$ cat src/rtl/nau_pkg.sv
package nau_pkg;
  localparam int unsigned NIB_W = 4;
  localparam int unsigned OPC_W = 8;
  localparam int unsigned EXT_W = NIB_W + 1;

  typedef enum logic [4:0] {
    OP_NONE, OP_ADD, OP_SUB, OP_LD, OP_XCH, OP_LDM, OP_INCR,
    OP_CLB, OP_CLC, OP_IAC, OP_CMC, OP_CMA, OP_RAL, OP_RAR,
    OP_TCC, OP_DAC, OP_TCS, OP_STC, OP_DAA, OP_KBP
  } op_e;
endpackage

$ cat src/rtl/nau_decode.sv
module nau_decode
  import nau_pkg::*;
(
  input  logic [OPC_W-1:0] opcode_i,
  output op_e              op_o
);
  always_comb begin
    op_o = OP_NONE;
    unique case (opcode_i[7:4])
      4'h6: op_o = OP_INCR;
      4'h8: op_o = OP_ADD;
      4'h9: op_o = OP_SUB;
      4'hA: op_o = OP_LD;
      4'hB: op_o = OP_XCH;
      4'hD: op_o = OP_LDM;
      4'hE: begin
        if (opcode_i[3:0] == 4'h8) op_o = OP_SUB;
        else if (opcode_i[3:0] == 4'hB) op_o = OP_ADD;
      end
      4'hF: begin
        unique case (opcode_i[3:0])
          4'h0: op_o = OP_CLB;
          4'h1: op_o = OP_CLC;
          4'h2: op_o = OP_IAC;
          4'h3: op_o = OP_CMC;
          4'h4: op_o = OP_CMA;
          4'h5: op_o = OP_RAL;
          4'h6: op_o = OP_RAR;
          4'h7: op_o = OP_TCC;
          4'h8: op_o = OP_DAC;
          4'h9: op_o = OP_TCS;
          4'hA: op_o = OP_STC;
          4'hB: op_o = OP_DAA;
          4'hC: op_o = OP_KBP;
          default: op_o = OP_NONE;
        endcase
      end
      default: op_o = OP_NONE;
    endcase
  end
endmodule

$ cat src/rtl/nau_alu.sv
module nau_alu
  import nau_pkg::*;
(
  input  op_e              op_i,
  input  logic [NIB_W-1:0] a_i,
  input  logic             c_i,
  input  logic [NIB_W-1:0] b_i,
  input  logic [NIB_W-1:0] imm_i,
  output logic [NIB_W-1:0] a_o,
  output logic             c_o
);
  localparam logic [NIB_W-1:0] DEC_MAX = NIB_W'(9);
  localparam logic [NIB_W-1:0] DEC_ADJ = NIB_W'(6);
  localparam logic [NIB_W-1:0] ALL_ONE = '1;

  logic [EXT_W-1:0] sum, diff, inc, dec, adj;
  logic [NIB_W-1:0] kbp;

  assign sum  = {1'b0, a_i} + {1'b0, b_i} + EXT_W'(c_i);
  assign diff = {1'b0, a_i} - {1'b0, b_i} - EXT_W'(c_i);
  assign inc  = {1'b0, a_i} + EXT_W'(1);
  assign dec  = {1'b0, a_i} - EXT_W'(1);
  assign adj  = {1'b0, a_i} + {1'b0, DEC_ADJ};

  // one-hot key position, anything else is an error code
  always_comb begin
    kbp = ALL_ONE;
    if (a_i == '0) kbp = '0;
    else if ($countones(a_i) == 1)
      for (int i = 0; i < NIB_W; i++)
        if (a_i[i]) kbp = NIB_W'(i + 1);
  end

  always_comb begin
    a_o = a_i;
    c_o = c_i;
    unique case (op_i)
      OP_ADD: {c_o, a_o} = sum;
      OP_SUB: {c_o, a_o} = diff;
      OP_LD, OP_XCH: a_o = b_i;
      OP_LDM: a_o = imm_i;
      OP_CLB: begin a_o = '0; c_o = 1'b0; end
      OP_CLC: c_o = 1'b0;
      OP_STC: c_o = 1'b1;
      OP_CMC: c_o = ~c_i;
      OP_CMA: a_o = ~a_i;
      OP_IAC: {c_o, a_o} = inc;
      OP_DAC: {c_o, a_o} = dec;
      OP_RAL: {c_o, a_o} = {a_i, c_i};
      OP_RAR: {a_o, c_o} = {c_i, a_i};
      OP_TCC: begin a_o = NIB_W'(c_i); c_o = 1'b0; end
      OP_TCS: begin a_o = DEC_MAX + NIB_W'(c_i); c_o = 1'b0; end
      OP_DAA: if (a_i > DEC_MAX || c_i) {c_o, a_o} = adj;
      OP_KBP: a_o = kbp;
      default: ;
    endcase
  end

  always_comb begin
    if (op_i == OP_KBP)
      p_kbp_code_r7: assert (a_o <= NIB_W'(4) || a_o == ALL_ONE);
  end
endmodule

$ cat src/rtl/nau_core.sv
module nau_core
  import nau_pkg::*;
(
  input  logic             clk_i,
  input  logic             rst_ni,
  input  logic             exec_i,
  input  logic [7:0]       opcode_i,
  input  logic [3:0]       operand_i,
  output logic [3:0]       acc_o,
  output logic             carry_o,
  output logic             wb_en_o,
  output logic [3:0]       wb_data_o
);
  op_e              op;
  logic [NIB_W-1:0] acc_q, acc_d;
  logic             cy_q, cy_d;

  nau_decode u_dec (
    .opcode_i (opcode_i),
    .op_o     (op)
  );

  nau_alu u_alu (
    .op_i  (op),
    .a_i   (acc_q),
    .c_i   (cy_q),
    .b_i   (operand_i),
    .imm_i (opcode_i[NIB_W-1:0]),
    .a_o   (acc_d),
    .c_o   (cy_d)
  );

  always_ff @(posedge clk_i or negedge rst_ni) begin
    if (!rst_ni) begin
      acc_q <= '0;
      cy_q  <= 1'b0;
    end else if (exec_i) begin
      acc_q <= acc_d;
      cy_q  <= cy_d;
    end
  end

  // write-back leaves before the accumulator edge, so XCH sees the old value
  assign wb_en_o   = exec_i && (op == OP_XCH || op == OP_INCR);
  assign wb_data_o = (op == OP_XCH) ? acc_q : operand_i + NIB_W'(1);
  assign acc_o     = acc_q;
  assign carry_o   = cy_q;

  p_idle_hold_r13: assert property (@(posedge clk_i) disable iff (!rst_ni)
    !exec_i |=> $stable(acc_o) && $stable(carry_o));
  p_wb_needs_exec_r11: assert property (@(posedge clk_i) disable iff (!rst_ni)
    wb_en_o |-> exec_i);
  p_inc_keeps_state_r12: assert property (@(posedge clk_i) disable iff (!rst_ni)
    exec_i && opcode_i[7:4] == 4'h6 |=> $stable(acc_o) && $stable(carry_o));
  p_clb_clears_r8: assert property (@(posedge clk_i) disable iff (!rst_ni)
    exec_i && opcode_i == 8'hF0 |=> acc_o == '0 && !carry_o);
  p_tcs_range_r8: assert property (@(posedge clk_i) disable iff (!rst_ni)
    exec_i && opcode_i == 8'hF9 |=> (acc_o == 4'd9 || acc_o == 4'd10) && !carry_o);
  p_xch_takes_operand_r11: assert property (@(posedge clk_i) disable iff (!rst_ni)
    exec_i && opcode_i[7:4] == 4'hB |=> acc_o == $past(operand_i) && $stable(carry_o));
endmodule

$ cat config.mk
export PLATFORM = sky130hd
export DESIGN_NAME = nau_core
export DESIGN_NICKNAME = d
export VERILOG_FILES = /design/src/rtl/nau_pkg.sv /design/src/rtl/nau_decode.sv /design/src/rtl/nau_alu.sv /design/src/rtl/nau_core.sv
export SDC_FILE = /design/constraint.sdc
export NUM_CORES = 1
export LEC_CHECK = 0
export BUFFER_PORTS_ARGS = -buffer_cell sky130_fd_sc_hd__buf_2
export CAP_MARGIN = 10
export CORE_ASPECT_RATIO = 0.75
export CORE_UTILIZATION = 30
export DETAILED_ROUTE_END_ITERATION = 12
export PLACE_DENSITY = 0.53
export SETUP_SLACK_MARGIN = 0.3
export SYNTH_ARGS = -nofsm -noshare
export SYNTH_HDL_FRONTEND = slang
export SYNTH_SLANG_ARGS = --single-unit
$ cat constraint.sdc
create_clock -name clk_i -period 2.7 [get_ports clk_i]
set_input_delay 0 -clock clk_i [delete_from_list [all_inputs] [get_ports clk_i]]
set_output_delay 0 -clock clk_i [all_outputs]
set_load 0.03 [all_outputs]
Word-level counts from Yosys, hierarchy flattened
Memory sizes are Yosys's and may differ from the RTL's. Index checks and enable logic that the tools add are counted.

Memories kept: 1. Logic and storage cells: 73. Bits in read-only memories: 80. Input port bits: 15. Bits in registers: 5. Bits in latches: 0. Memory bits (writable): 0.

Memory list: (name not given) (words 16, width 5, rd ports 1, clocked after Yosys merged registers in 0, write ports 0, RTL line nau_decode.sv:21) `unique case (opcode_i[3:0])`.

$mul: 0. Reductions and logical operators: 10. Add/subtract/negate cells: 12. Divide/modulo/power cells: 0. Eq/ne operators: 31. Multiplexer cells: 14. Bitwise logic cells: 2. Shift operators: 0. Order comparisons: 1.

Operator list (number): 4-bit case mux with 14 select lines (1); 5-bit by 4-bit equality test with 1-bit output, second input constant (8); 5-bit case mux with 8 select lines (1); 4-bit equality test, second input constant (9); 32-bit adder (1); 32-bit by 2-bit equality test with 1-bit output, second input constant (1); 4-bit two-way mux (8); 5-bit by 3-bit equality test with 1-bit output, second input constant (4); 5-bit equality test, second input constant (4); 14-bit nonzero test (1); 5-bit by 2-bit equality test with 1-bit output, second input constant (2); 1-bit case mux with 10 select lines (1); 10-bit nonzero test (1); 3-bit AND reduction (2); 4-bit by 1-bit adder with 5-bit output, second input constant (1); 4-bit by 3-bit adder with 5-bit output, second input constant (1); 4-bit by 4-bit adder with 5-bit output (1); 5-bit by 1-bit adder with 5-bit output (1); 5-bit by 1-bit equality test with 1-bit output, second input constant (1); 5-bit two-way mux (1); 4-bit by 1-bit subtractor with 5-bit output, second input constant (1); 4-bit by 4-bit subtractor with 5-bit output (1); 5-bit by 1-bit subtractor with 5-bit output (1); 1-bit by 1-bit adder with 2-bit output (2); other kinds (13) (15).

Longest topological paths before layout
Gate-level depths: netlist of the first run.

Depth in word-level cells: 8. Gate-level depth with buffers: 13. Gate-level depth less buffers: 12.

By module
Synthesis of the first run repeated with hierarchy kept, for this count alone.

Cells, all modules: 249. Area, all modules: 1916.8 um^2.

By module, submodules not included: nau_alu (cells each 192, area each 1382.6 um^2, times used 1); nau_core (cells each 24, area each 301.5 um^2, times used 1); nau_decode (cells each 33, area each 232.7 um^2, times used 1).

Least setup slack after synthesis of the first run
No wires, ideal clock.

Path type: flip-flop to flip-flop. From: reg acc_q[1] (netlist: acc_o[1]). To: reg acc_q[2] (netlist: acc_o[2]). Required time: 2568 ps. Cell stages (with the launch flop): 13. Setup time: 132 ps. Arrival time: 2957 ps. Setup slack: -389 ps. Cell sequence: dfrtp_1 clkbuf_1 inv_1 ha_1 ha_1 fa_1 nor2_1 nand2_1 or3_1 a21oi_1 a21oi_1 o21ai_0 a31oi_1.

Word-level cells in the longest chain between the ends: 6. Elaborated cells on any way between the ends: 22.

RTL lines: start: declaration (RTL line nau_core.sv:15) `logic [NIB_W-1:0] acc_q, acc_d;`; start signal: assignment (RTL line nau_core.sv:35) `acc_q <= '0;`; start signal: assignment (RTL line nau_core.sv:38) `acc_q <= acc_d;`; 1-bit by 1-bit adder with 2-bit output (implied by the code) or 4-bit two-way mux (tied branches) (RTL line nau_alu.sv:29, nau_alu.sv:31); 32-bit adder (implied by the code) or 4-bit two-way mux (tied branches) (RTL line nau_alu.sv:29, nau_alu.sv:31); 32-bit by 2-bit equality test with 1-bit output or 4-bit two-way mux (tied branches) (RTL line nau_alu.sv:29, nau_alu.sv:31); 4-bit two-way mux (RTL line nau_alu.sv:29) `else if ($countones(a_i) == 1)`; 4-bit two-way mux (RTL line nau_alu.sv:28) `if (a_i == '0) kbp = '0;`; 4-bit case mux with 14 select lines (RTL line nau_alu.sv:37) `unique case (op_i)`.

Several ways; a longest one is shown, not always the timed one. The select of a mux whose other input is x is not followed. A chain may end at the register's enable or synchronous reset.

Worst setup path after layout of the first run
From: reg acc_q[2] (netlist: acc_o[2]). To: reg acc_q[2] (netlist: acc_o[2]).

Word-level cells in the longest chain between the ends: 6. Elaborated cells on any way between the ends: 22.

RTL lines (RTL line): 1-bit by 1-bit adder with 2-bit output (implied by the code) (nau_alu.sv:29); 32-bit adder (implied by the code) (nau_alu.sv:29); 32-bit by 2-bit equality test with 1-bit output (nau_alu.sv:29); 4-bit two-way mux (nau_alu.sv:29); 4-bit two-way mux (nau_alu.sv:28); 4-bit case mux with 14 select lines (nau_alu.sv:37).

Several ways; a longest one is shown, not always the timed one. The select of a mux whose other input is x is not followed.

==> results of run 1 <==
report_power, final:
part | switching, W | internal (W) | total, W
Combinational | 0.00116 | 0.000964 | 0.00212
Clock | 0.0000409 | 0.000102 | 0.000143
Sequential | 0.0000584 | 0.000120 | 0.000178
critical path, stage by stage, from the launching register on:
cell and delay [ns]:
dfrtp_2 0.42, clkinvlp_4 0.12, ha_4 0.22, ha_4 0.15
fa_1 0.43, nor2_1 0.13, nand2_1 0.08, or3_1 0.32
a21oi_2 0.12, a21oi_1 0.08, o21ai_2 0.20, a31oi_1 0.12
worst max-delay path by stage:
stage	endpoint	startpoint	slack, ns	cells past startpoint
detailed placement	acc_o[2]	acc_o[1]	0.08	11
global route	acc_o[2]	acc_o[2]	0.05	11
floorplan	acc_o[2]	acc_o[2]	0.08	11
CTS	acc_o[2]	acc_o[2]	0.16	11
global placement	acc_o[2]	acc_o[1]	0.03	11
finish	acc_o[2]	acc_o[2]	0.16	11
metal layers:
metal | global-route usage | up-vias | part of all wire
met1 | 0.287 | 1034 | 0.49
met3 | 0.0273 | 16 | 0.074
li1 | - | 1082 | -
met2 | 0.288 | 104 | 0.42
met4 | 0.0464 | 0 | 0.017
met5 | 0 | - | 0
Yosys cell counts (2+ instances only):
cell type / count / area share
a21oi_1: 33 / 0.079
nor2_1: 28 / 0.050
ha_1: 27 / 0.16
inv_1: 20 / 0.036
nand2_1: 14 / 0.025
o21ai_0: 14 / 0.034
xnor2_1: 12 / 0.050
buf_2: 10 / 0.024
nand3_1: 8 / 0.019
a31oi_1: 5 / 0.015
dfrtp_1: 5 / 0.060
fa_1: 5 / 0.048
nor3_1: 5 / 0.012
mux2i_1: 4 / 0.019
nand2b_1: 4 / 0.012
nor2b_1: 4 / 0.012
o22ai_1: 4 / 0.012
a211oi_1: 3 / 0.011
a211oi_2: 3 / 0.018
buf_4: 3 / 0.011
nand3b_1: 3 / 0.011
o211ai_1: 3 / 0.011
or3_1: 3 / 0.0090
a2bb2oi_1: 2 / 0.0084
nor3b_1: 2 / 0.0072
o21ai_1: 2 / 0.0048
o31ai_1: 2 / 0.0072
o32ai_1: 2 / 0.0084
xor2_1: 2 / 0.0084
sequential cells by signal, indices dropped and copies added, names as in the netlist:
register and cells:
acc_o 4, carry_o 1
final cells by class:
type                       instances  share of cell area
inverter                          20              0.0320
timing repair buffer              53               0.133
clock buffer                       4              0.0172
multi-input combinational        232               0.729
tap                               81              0.0387
sequential                         5              0.0501
stage by stage:
step / hold slack [ns] / instance area, um2 / total power (W)
after floorplan: -0.296 / 2150 / 0.00143
after global placement: -0.181 / 2400 / 0.00196
after global routing: 0.142 / 2620 / 0.00263
after detailed placement: -0.177 / 2400 / 0.00193
after CTS: 0.117 / 2560 / 0.00232
final: 0.125 / 2620 / 0.00244
logic make-up after synthesis:
family	after synthesis	share of synthesized area
buffers and inverters	36	0.0875
XOR/XNOR	14	0.0588
adder cells (fa/ha/maj)	32	0.210
flip-flops	5	0.0600
AND/OR/NAND/NOR	86	0.232
AO/OA/AOI/OAI	94	0.320
multiplexers	6	0.0318
timing repair:
action | CTS | global route
endpoints found under the hold margin | 5 | 0
pin swaps | 12 | 19
gates resized for setup | 14 | 10
hold buffers | 1 | 0
buffers inserted | 7 | 2
endpoints found under the setup margin | 5 | 6
==> run_results.csv, run 1 <==
group,metric,value,unit
timing,final.setup_skew,0.00271,ns
logic_synthesis,flip_flop_and_latch_count_after_synthesis,5,
floorplanning,core-area,6510,um2
layout,layout.cells.most_common,"a21oi_1",
logic_synthesis,syn_nets,320,
place,port_buffers,24,
logic_synthesis,post_synth.cell_area_avg,7.64,um2
routing,drt-vias-per-instance,5.66,
floorplanning,core.rowCount,25,
cts,cts_max_level,1,
layout,synth_to_layout_area_growth,25.5,%
job,drv.max_cap_violation_count,0,
routing,remaining_drc_errors,1,
worst_setup_path,setup.worst_path.class,"flop to flop",
routing,wirelength,6880,um
timing,setup_viol,0,
floorplanning,ios,25,
cts,worst_setup_hold_path_clk_slew,0.04,ns
grt,globalRouteTotalUtil,0.192,
logic_synthesis,postSynth.asyncResetShare,1.00,
worst_setup_path,regToRegEndpoint,"acc_o[2]",
floorplanning,floorplan.die.height,74.2,um
timing,post-route-worst-setup-slack,0.162,ns
cts,clock-root-buffer,"clkbuf_8",
pwr,p_leak,1.11,nW
worst_setup_path,r2r_slack,0.16,ns
pwr,pwr_dens,932,nW/um2
worst_setup_path,cp_launch_type,"flop",
logic_synthesis,dominantRegCellSynth,"dfrtp_1",
logic_synthesis,synth.yosys.seq_area_share,0.0600,
grt,first_global_vias,2023,
timing,final.setup.tns,0,ns
timing,slew-limit-headroom,0.596,
floorplanning,die-width,98.3,um
layout,layout-drive-gt1-share,0.347,
grt,antenna_violations_before_repair,0,
worst_setup_path,worst-endpoint-required,2.79,ns
timing,period_share,0.940,
grt,aggregate_global_routing_overflow,0,
logic_synthesis,synth.distinct_cells,70,
timing,grt_setup_unrepaired,"yes",
place,post-dp-hpwl,5200,um
worst_setup_path,rr_worst_depth,11,
cts,tritoncts.num_buffers,3,
timing,final_hold_viol_count,0,
logic_synthesis,synthesis.instances,273,
floorplanning,starting_density,0.321,
place,gpl.final_weighted_congestion,0.927,
place,placed_cells_incl_taps,381,
routing,detailedRoute.firstPassIterationCount,11,
routing,vias,2236,
worst_setup_path,worstReg2RegStart,"acc_o[2]",
place,place_ws,0.0778,ns
min_path,hold_path_class,"input port to asynchronous set/reset pin",
logic_synthesis,synth_edf_count,0,
layout,final_net_count,362,
worst_setup_path,endpoint_kind,"flop",
cts,cts_tree,"yes",
grt,grt_first_pass_wirelength,10900,um
floorplanning,die-area,7300,um2
timing,timing.final.max_slew_violations,0,
worst_setup_path,worst_ep_arrival_time,2.63,ns
timing,finalCriticalPeriod,2.54,ns
timing,max_freq,0.394,GHz
outcome,failed_checks,"DRC",
layout,multi_input_area,1910,um2
grt,largest_net_degree_at_the_start_of_global_routing,18,
routing,route.detailed.wl_per_inst,17.4,um
routing,ant_nets,0,
layout,finish.cell_count_without_fillers,395,
layout,regArea,131,um2
cts,clk_path_buf_depth,2,
timing,worst_pin_slew,0.604,ns
layout,layout.cells.most_common_list,"29 x a21oi_1, 27 x nor2_1, 26 x buf_4",
layout,antenna-diode-count,0,
layout,fillCellCount,669,
cts,clock_latency_of_the_later_clocked_register_in_the_worst_skew_pair,0.22,ns
outcome,run_status,"finished with violations",
pwr,vdd.ir_drop.worst,381,uV
logic_synthesis,synth.cell_area,2090,um2
layout,final_core_util,0.403,
worst_setup_path,worstPathMaxFanout,3,
cts,clock_sink_count,5,
routing,drt_iter0_drc,259,
logic_synthesis,synth.yosys.warnings,0,
(Power assumes the default switching activity.)
==> inputs of run 2 (changes only) <==
--- a/config.mk
+++ b/config.mk
@@ -5,7 +5,7 @@
 export SDC_FILE = /design/constraint.sdc
 export NUM_CORES = 1
 export LEC_CHECK = 0
-export BUFFER_PORTS_ARGS = -buffer_cell sky130_fd_sc_hd__buf_2
+export BUFFER_PORTS_ARGS = -buffer_cell sky130_fd_sc_hd__clkbuf_2
 export CAP_MARGIN = 10
 export CORE_ASPECT_RATIO = 0.75
 export CORE_UTILIZATION = 30
==> run 2 against run 1 <==
The flow still finishes with violations (DRC). Clock-buffer cell count unchanged. Worst setup slack improved by 0.051 ns. Sequential power decreased by 4%. Critical path depth unchanged. Critical endpoint unchanged. Largest cell class unchanged.
==> run_results.csv, run 2 (synthesis results as in run 1) <==
group,metric,value,unit
place,post-dp-hpwl,5190,um
cts,tritoncts.num_buffers,3,
routing,drt_iter0_drc,182,
cts,cts_tree,"yes",
worst_setup_path,worstPathMaxFanout,3,
grt,aggregate_global_routing_overflow,0,
outcome,failed_checks,"DRC",
floorplanning,ios,25,
grt,first_global_vias,2108,
timing,max_freq,0.402,GHz
timing,whs,0.123,ns
cts,clock-root-buffer,"clkbuf_8",
pwr,pwr_dens,951,nW/um2
pwr,power,0.00247,W
worst_setup_path,worst-endpoint-required,2.80,ns
layout,layout.cells.most_common_list,"31 x a21oi_1, 28 x buf_4, 26 x nor2_1",
place,gpl.final_weighted_congestion,0.965,
worst_setup_path,endpoint_kind,"flop",
place,port_buffers,24,
timing,setup_viol,0,
floorplanning,core.rowCount,25,
worst_setup_path,worst_ep_arrival_time,2.59,ns
routing,wirelength,6670,um
min_path,hold_path_class,"input port to asynchronous set/reset pin",
floorplanning,starting_density,0.321,
timing,worst_pin_slew,0.455,ns
pwr,vdd.ir_drop.worst,314,uV
worst_setup_path,cp_launch_type,"flop",
timing,final.setup.tns,0,ns
grt,grt_first_pass_wirelength,11000,um
outcome,run_status,"finished with violations",
timing,grt_setup_unrepaired,"yes",
timing,timing.final.max_slew_violations,0,
routing,vias,2226,
cts,clk_path_buf_depth,2,
grt,largest_net_degree_at_the_start_of_global_routing,18,
layout,layout-drive-gt1-share,0.341,
layout,finish.cell_count_without_fillers,395,
job,drv.max_cap_violation_count,0,
floorplanning,floorplan.die.height,74.2,um
pwr,p_leak,1.12,nW
floorplanning,die-area,7300,um2
worst_setup_path,setup.worst_path.class,"flop to flop",
place,placed_cells_incl_taps,382,
routing,route.detailed.wl_per_inst,16.9,um
grt,antenna_violations_before_repair,0,
routing,detailedRoute.firstPassIterationCount,9,
cts,cts_max_level,1,
routing,drt-vias-per-instance,5.64,
worst_setup_path,rr_worst_depth,11,
timing,finalCriticalPeriod,2.49,ns
layout,largest_reg_flops,4,
floorplanning,die-width,98.3,um
floorplanning,core-area,6510,um2
routing,met3RoutedLength,621,um
routing,top_layer_used,"met4",
timing,final.setup_skew,0.00125,ns
routing,dr_wl_met2,2750,um
cts,clock_latency_of_the_later_clocked_register_in_the_worst_skew_pair,0.23,ns
layout,synth_to_layout_area_growth,24.3,%
layout,antenna-diode-count,0,
timing,slew-limit-headroom,0.695,
layout,layout.cells.most_common,"a21oi_1",
grt,globalRouteTotalUtil,0.190,
cts,clock_sink_count,5,
layout,final_net_count,362,
routing,m1_wire_length,3240,um
routing,ant_nets,0,
timing,final_hold_viol_count,0,
timing,period_share,0.921,
routing,remaining_drc_errors,2,
layout,final_core_util,0.399,
cts,worst_setup_hold_path_clk_slew,0.04,ns
run 2: worst max-delay path: stages, from the launching register on:
cell	delay, ns
dfrtp_2	0.38
clkinvlp_4	0.14
ha_4	0.24
ha_4	0.15
fa_1	0.44
nor2_2	0.12
nand2_2	0.07
or3_1	0.32
a21oi_2	0.14
a21oi_1	0.08
o21ai_1	0.18
a31oi_1	0.10
run 2: final timing paths:
kind / slack, ns / to / from
worst max register to register: 0.21 / acc_o[2] / acc_o[2]
worst max-delay path: 0.21 / acc_o[2] / acc_o[2]
min in group clk_i: 0.16 / acc_o[2] / exec_i
worst min register to register: 0.75 / acc_o[0] / acc_o[0]
max in group asynchronous: 2.42 / carry_o / rst_ni
worst min-delay path: 0.12 / acc_o[1] / rst_ni
run 2: final cells by class:
| class | count | area [um2] |
|---|---|---|
| clock buffers | 4 | 45.0 |
| inverters | 20 | 88.8 |
| multi-input cells | 232 | 1890 |
| well taps | 81 | 101 |
| fillers | 680 | 3910 |
| repair buffers | 53 | 340 |
| flip-flops and latches | 5 | 131 |
run 2: per-layer routing:
metal  global-route usage  vias up
li1                     -     1078
met1                0.280     1048
met2                0.286       90
met3               0.0357       10
met4               0.0398        0
met5                    0        -
run 2: timing repair:
| item | 4_1_cts | 5_1_grt |
|---|---|---|
| pin swaps | 12 | 11 |
| endpoints found under the hold margin | 5 | 0 |
| resized for setup | 11 | 11 |
| hold buffers | 1 | 0 |
| endpoints found under the setup margin | 4 | 9 |
| setup buffers | 6 | 2 |
run 2: report_power, final:
part	switching, W	internal, W
logic	0.00116	0.000990
clock network	0.0000431	0.000102
registers	0.0000514	0.000120
total	0.00126	0.00121
run 2: metrics by stage:
step / area [um2] / worst slack (ns)
after floorplan: 2150 / 0.0777
after global placement: 2400 / 0.136
after detailed placement: 2400 / 0.138
after CTS: 2540 / 0.196
after global routing: 2590 / 0.0741
final: 2590 / 0.212
==> inputs of run 3 (changes only) <==
--- a/config.mk
+++ b/config.mk
@@ -9,6 +9,7 @@
 export CAP_MARGIN = 10
 export CORE_ASPECT_RATIO = 0.75
 export CORE_UTILIZATION = 30
+export CTS_BUF_LIST = sky130_fd_sc_hd__clkbuf_8 sky130_fd_sc_hd__clkbuf_16
 export DETAILED_ROUTE_END_ITERATION = 12
 export PLACE_DENSITY = 0.53
 export SETUP_SLACK_MARGIN = 0.3
==> run 3 against run 2 <==
First-iteration DRC count is the same. Design area is the same. Via count shrank 0.49%. Fmax is essentially flat. Worst setup slack gained 0.0020 ns. The flow still finishes with violations (DRC). Utilization is the same. Total power is essentially flat. Register-to-register slack is essentially flat. Die area is the same. Worst hold slack is essentially flat. Clock-buffer cell count shrank 1. Sequential power is essentially flat.
==> run_results.csv, run 3 (synthesis results as in run 1) <==
group,metric,value,unit
grt,grtUsageMet3,0.0357,
floorplanning,die-width,98.3,um
worst_setup_path,worstPathCellList,"clkinvlp_4 -> ha_4 -> ha_4 -> fa_1 -> nor2_2 -> nand2_2 -> or3_1 -> a21oi_2 -> a21oi_1 -> o21ai_1 -> a31oi_1",
floorplanning,core-area,6510,um2
layout,antenna-diode-count,0,
worst_setup_path,setup.worst_path.class,"flop to flop",
cts,cts_max_level,1,
pwr,power,0.00247,W
layout,fillCellCount,680,
outcome,run_status,"finished with violations",
pwr,switching_share,0.510,
floorplanning,floorplan.die.height,74.2,um
timing,grt_setup_unrepaired,"yes",
floorplanning,die-area,7300,um2
timing,final.setup_skew,0.000895,ns
worst_setup_path,worst_ep_arrival_time,2.59,ns
layout,final_net_count,362,
grt,aggregate_global_routing_overflow,0,
place,placed_cells_incl_taps,382,
grt,globalRouteTotalUtil,0.190,
routing,vias,2215,
place,gpl.final_weighted_congestion,0.965,
place,port_buffers,24,
grt,largest_net_degree_at_the_start_of_global_routing,18,
worst_setup_path,endpoint_kind,"flop",
cts,clock-root-buffer,"clkbuf_8",
pwr,power.switching,0.00126,W
min_path,hold_path_class,"input port to asynchronous set/reset pin",
routing,route.detailed.wl_per_inst,16.9,um
worst_setup_path,crit_path_top_delay_cell,"fa_1",
cts,cts_tree,"yes",
cts,clock_sink_count,5,
pwr,p_leak,1.12,nW
worst_setup_path,cp_launch_type,"flop",
floorplanning,ios,25,
timing,worst_pin_slew,0.466,ns
outcome,failed_checks,"DRC",
timing,timing.final.max_slew_violations,0,
routing,ant_nets,0,
grt,use_met1,0.280,
cts,tritoncts.num_buffers,3,
timing,finalCriticalPeriod,2.49,ns
timing,final.setup.tns,0,ns
timing,setup_viol,0,
layout,layout.cells.most_common,"a21oi_1",
timing,slew-limit-headroom,0.688,
worst_setup_path,crit_path_start,"acc_o[2]",
pwr,vdd.ir_drop.worst,314,uV
grt,grt.met2_usage,0.286,
cts,worst_setup_hold_path_clk_slew,0.04,ns
pwr,pwr_dens,950,nW/um2
routing,detailedRoute.firstPassIterationCount,9,
worst_setup_path,worst-endpoint-required,2.80,ns
timing,final_hold_viol_count,0,
floorplanning,starting_density,0.321,
pwr,seqPwrFrac,0.070,
timing,max_freq,0.402,GHz
grt,grt_first_pass_wirelength,11000,um
grt,grt_most_used_layer,"met2",
layout,synth_to_layout_area_growth,24.3,%
place,post-dp-hpwl,5190,um
worst_setup_path,worst_path_largest_cell_delay,0.44,ns
pwr,clock_power_share,0.057,
routing,drt_iter0_drc,182,
worst_setup_path,cpMostUsedCell,"ha_4",
cts,clock_latency_of_the_later_clocked_register_in_the_worst_skew_pair,0.23,ns
layout,finish.cell_count_without_fillers,395,
pwr,p_int,0.00121,W
routing,wirelength,6680,um
layout,layout.cells.most_common_list,"31 x a21oi_1, 28 x buf_4, 26 x nor2_1",
worst_setup_path,worstReg2RegStart,"acc_o[2]",
cts,clk_path_buf_depth,2,
layout,layout-drive-gt1-share,0.341,
routing,remaining_drc_errors,2,
pwr,power.combinational.fraction,0.873,
grt,first_global_vias,2108,
routing,drt-vias-per-instance,5.61,
layout,largest_reg_flops,4,
grt,antenna_violations_before_repair,0,
timing,period_share,0.921,
floorplanning,core.rowCount,25,
job,drv.max_cap_violation_count,0,
layout,final_core_util,0.399,
worst_setup_path,worstPathMaxFanout,3,
## run 3: cell count changes in the layout (fill, tap and decap cells not counted), sizes merged
cell / before / now
inv: 18 / 19
clkbuf: 28 / 27
## run 3: final timing paths
kind | end | cells past startpoint | slack (ns)
worst max-delay path | acc_o[2] | 11 | 0.21
worst max register to register | acc_o[2] | 11 | 0.21
worst min register to register | acc_o[0] | 2 | 0.75
min in group clk_i | acc_o[2] | 4 | 0.16
worst min-delay path | acc_o[1] | 2 | 0.12
max in group asynchronous | carry_o | 2 | 2.43
## run 3: per-stage QoR
stage	setup WS, ns	instance area, um2	hold slack [ns]
2_1_floorplan	0.0777	2150	-0.296
3_3_place_gp	0.136	2400	-0.180
3_5_place_dp	0.138	2400	-0.174
4_1_cts	0.196	2540	0.129
5_1_grt	0.0741	2590	0.128
6_report	0.215	2590	0.123
## run 3: what timing repair did
item                                    CTS  global route
gates resized for setup                  11            11
pin swaps                                12            11
endpoints found under the setup margin    4             9
setup buffers                             6             2
hold endpoints to repair                  5             0
hold buffers                              1             0
## run 3: cell type report
type / count / area [um2] / share of cell area
Inverter: 20 / 88.8 / 0.0342
Clock buffer: 3 / 41.3 / 0.0159
Multi-Input combinational cell: 232 / 1890 / 0.728
Clock inverter: 1 / 3.75 / 0.00145
Tap cell: 81 / 101 / 0.0391
Timing Repair Buffer: 53 / 340 / 0.131
Sequential cell: 5 / 131 / 0.0506
## run 3: layer usage
metal	vias to the layer above	part of all wire
met4	0	0.0093
li1	1077	-
met2	89	0.41
met3	9	0.094
met5	-	0
met1	1040	0.49
## run 3: critical path: cells and delay by family (launching register included)
kind | cells | cell delay [ns]
compound gates | 4 | 0.50
buf+inv | 1 | 0.14
flops | 1 | 0.38
simple gates | 3 | 0.51
fa+ha+maj | 3 | 0.83
## run 3: power groups by stage
stage | combinational, W | sequential [W] | clock [W]
after floorplan | 0.00116 | 0.000273 | 0
after global placement | 0.00178 | 0.000172 | 0
after detailed placement | 0.00176 | 0.000169 | 0
after CTS | 0.00200 | 0.000170 | 0.000143
after global routing | 0.00236 | 0.000176 | 0.000148
final | 0.00215 | 0.000171 | 0.000141
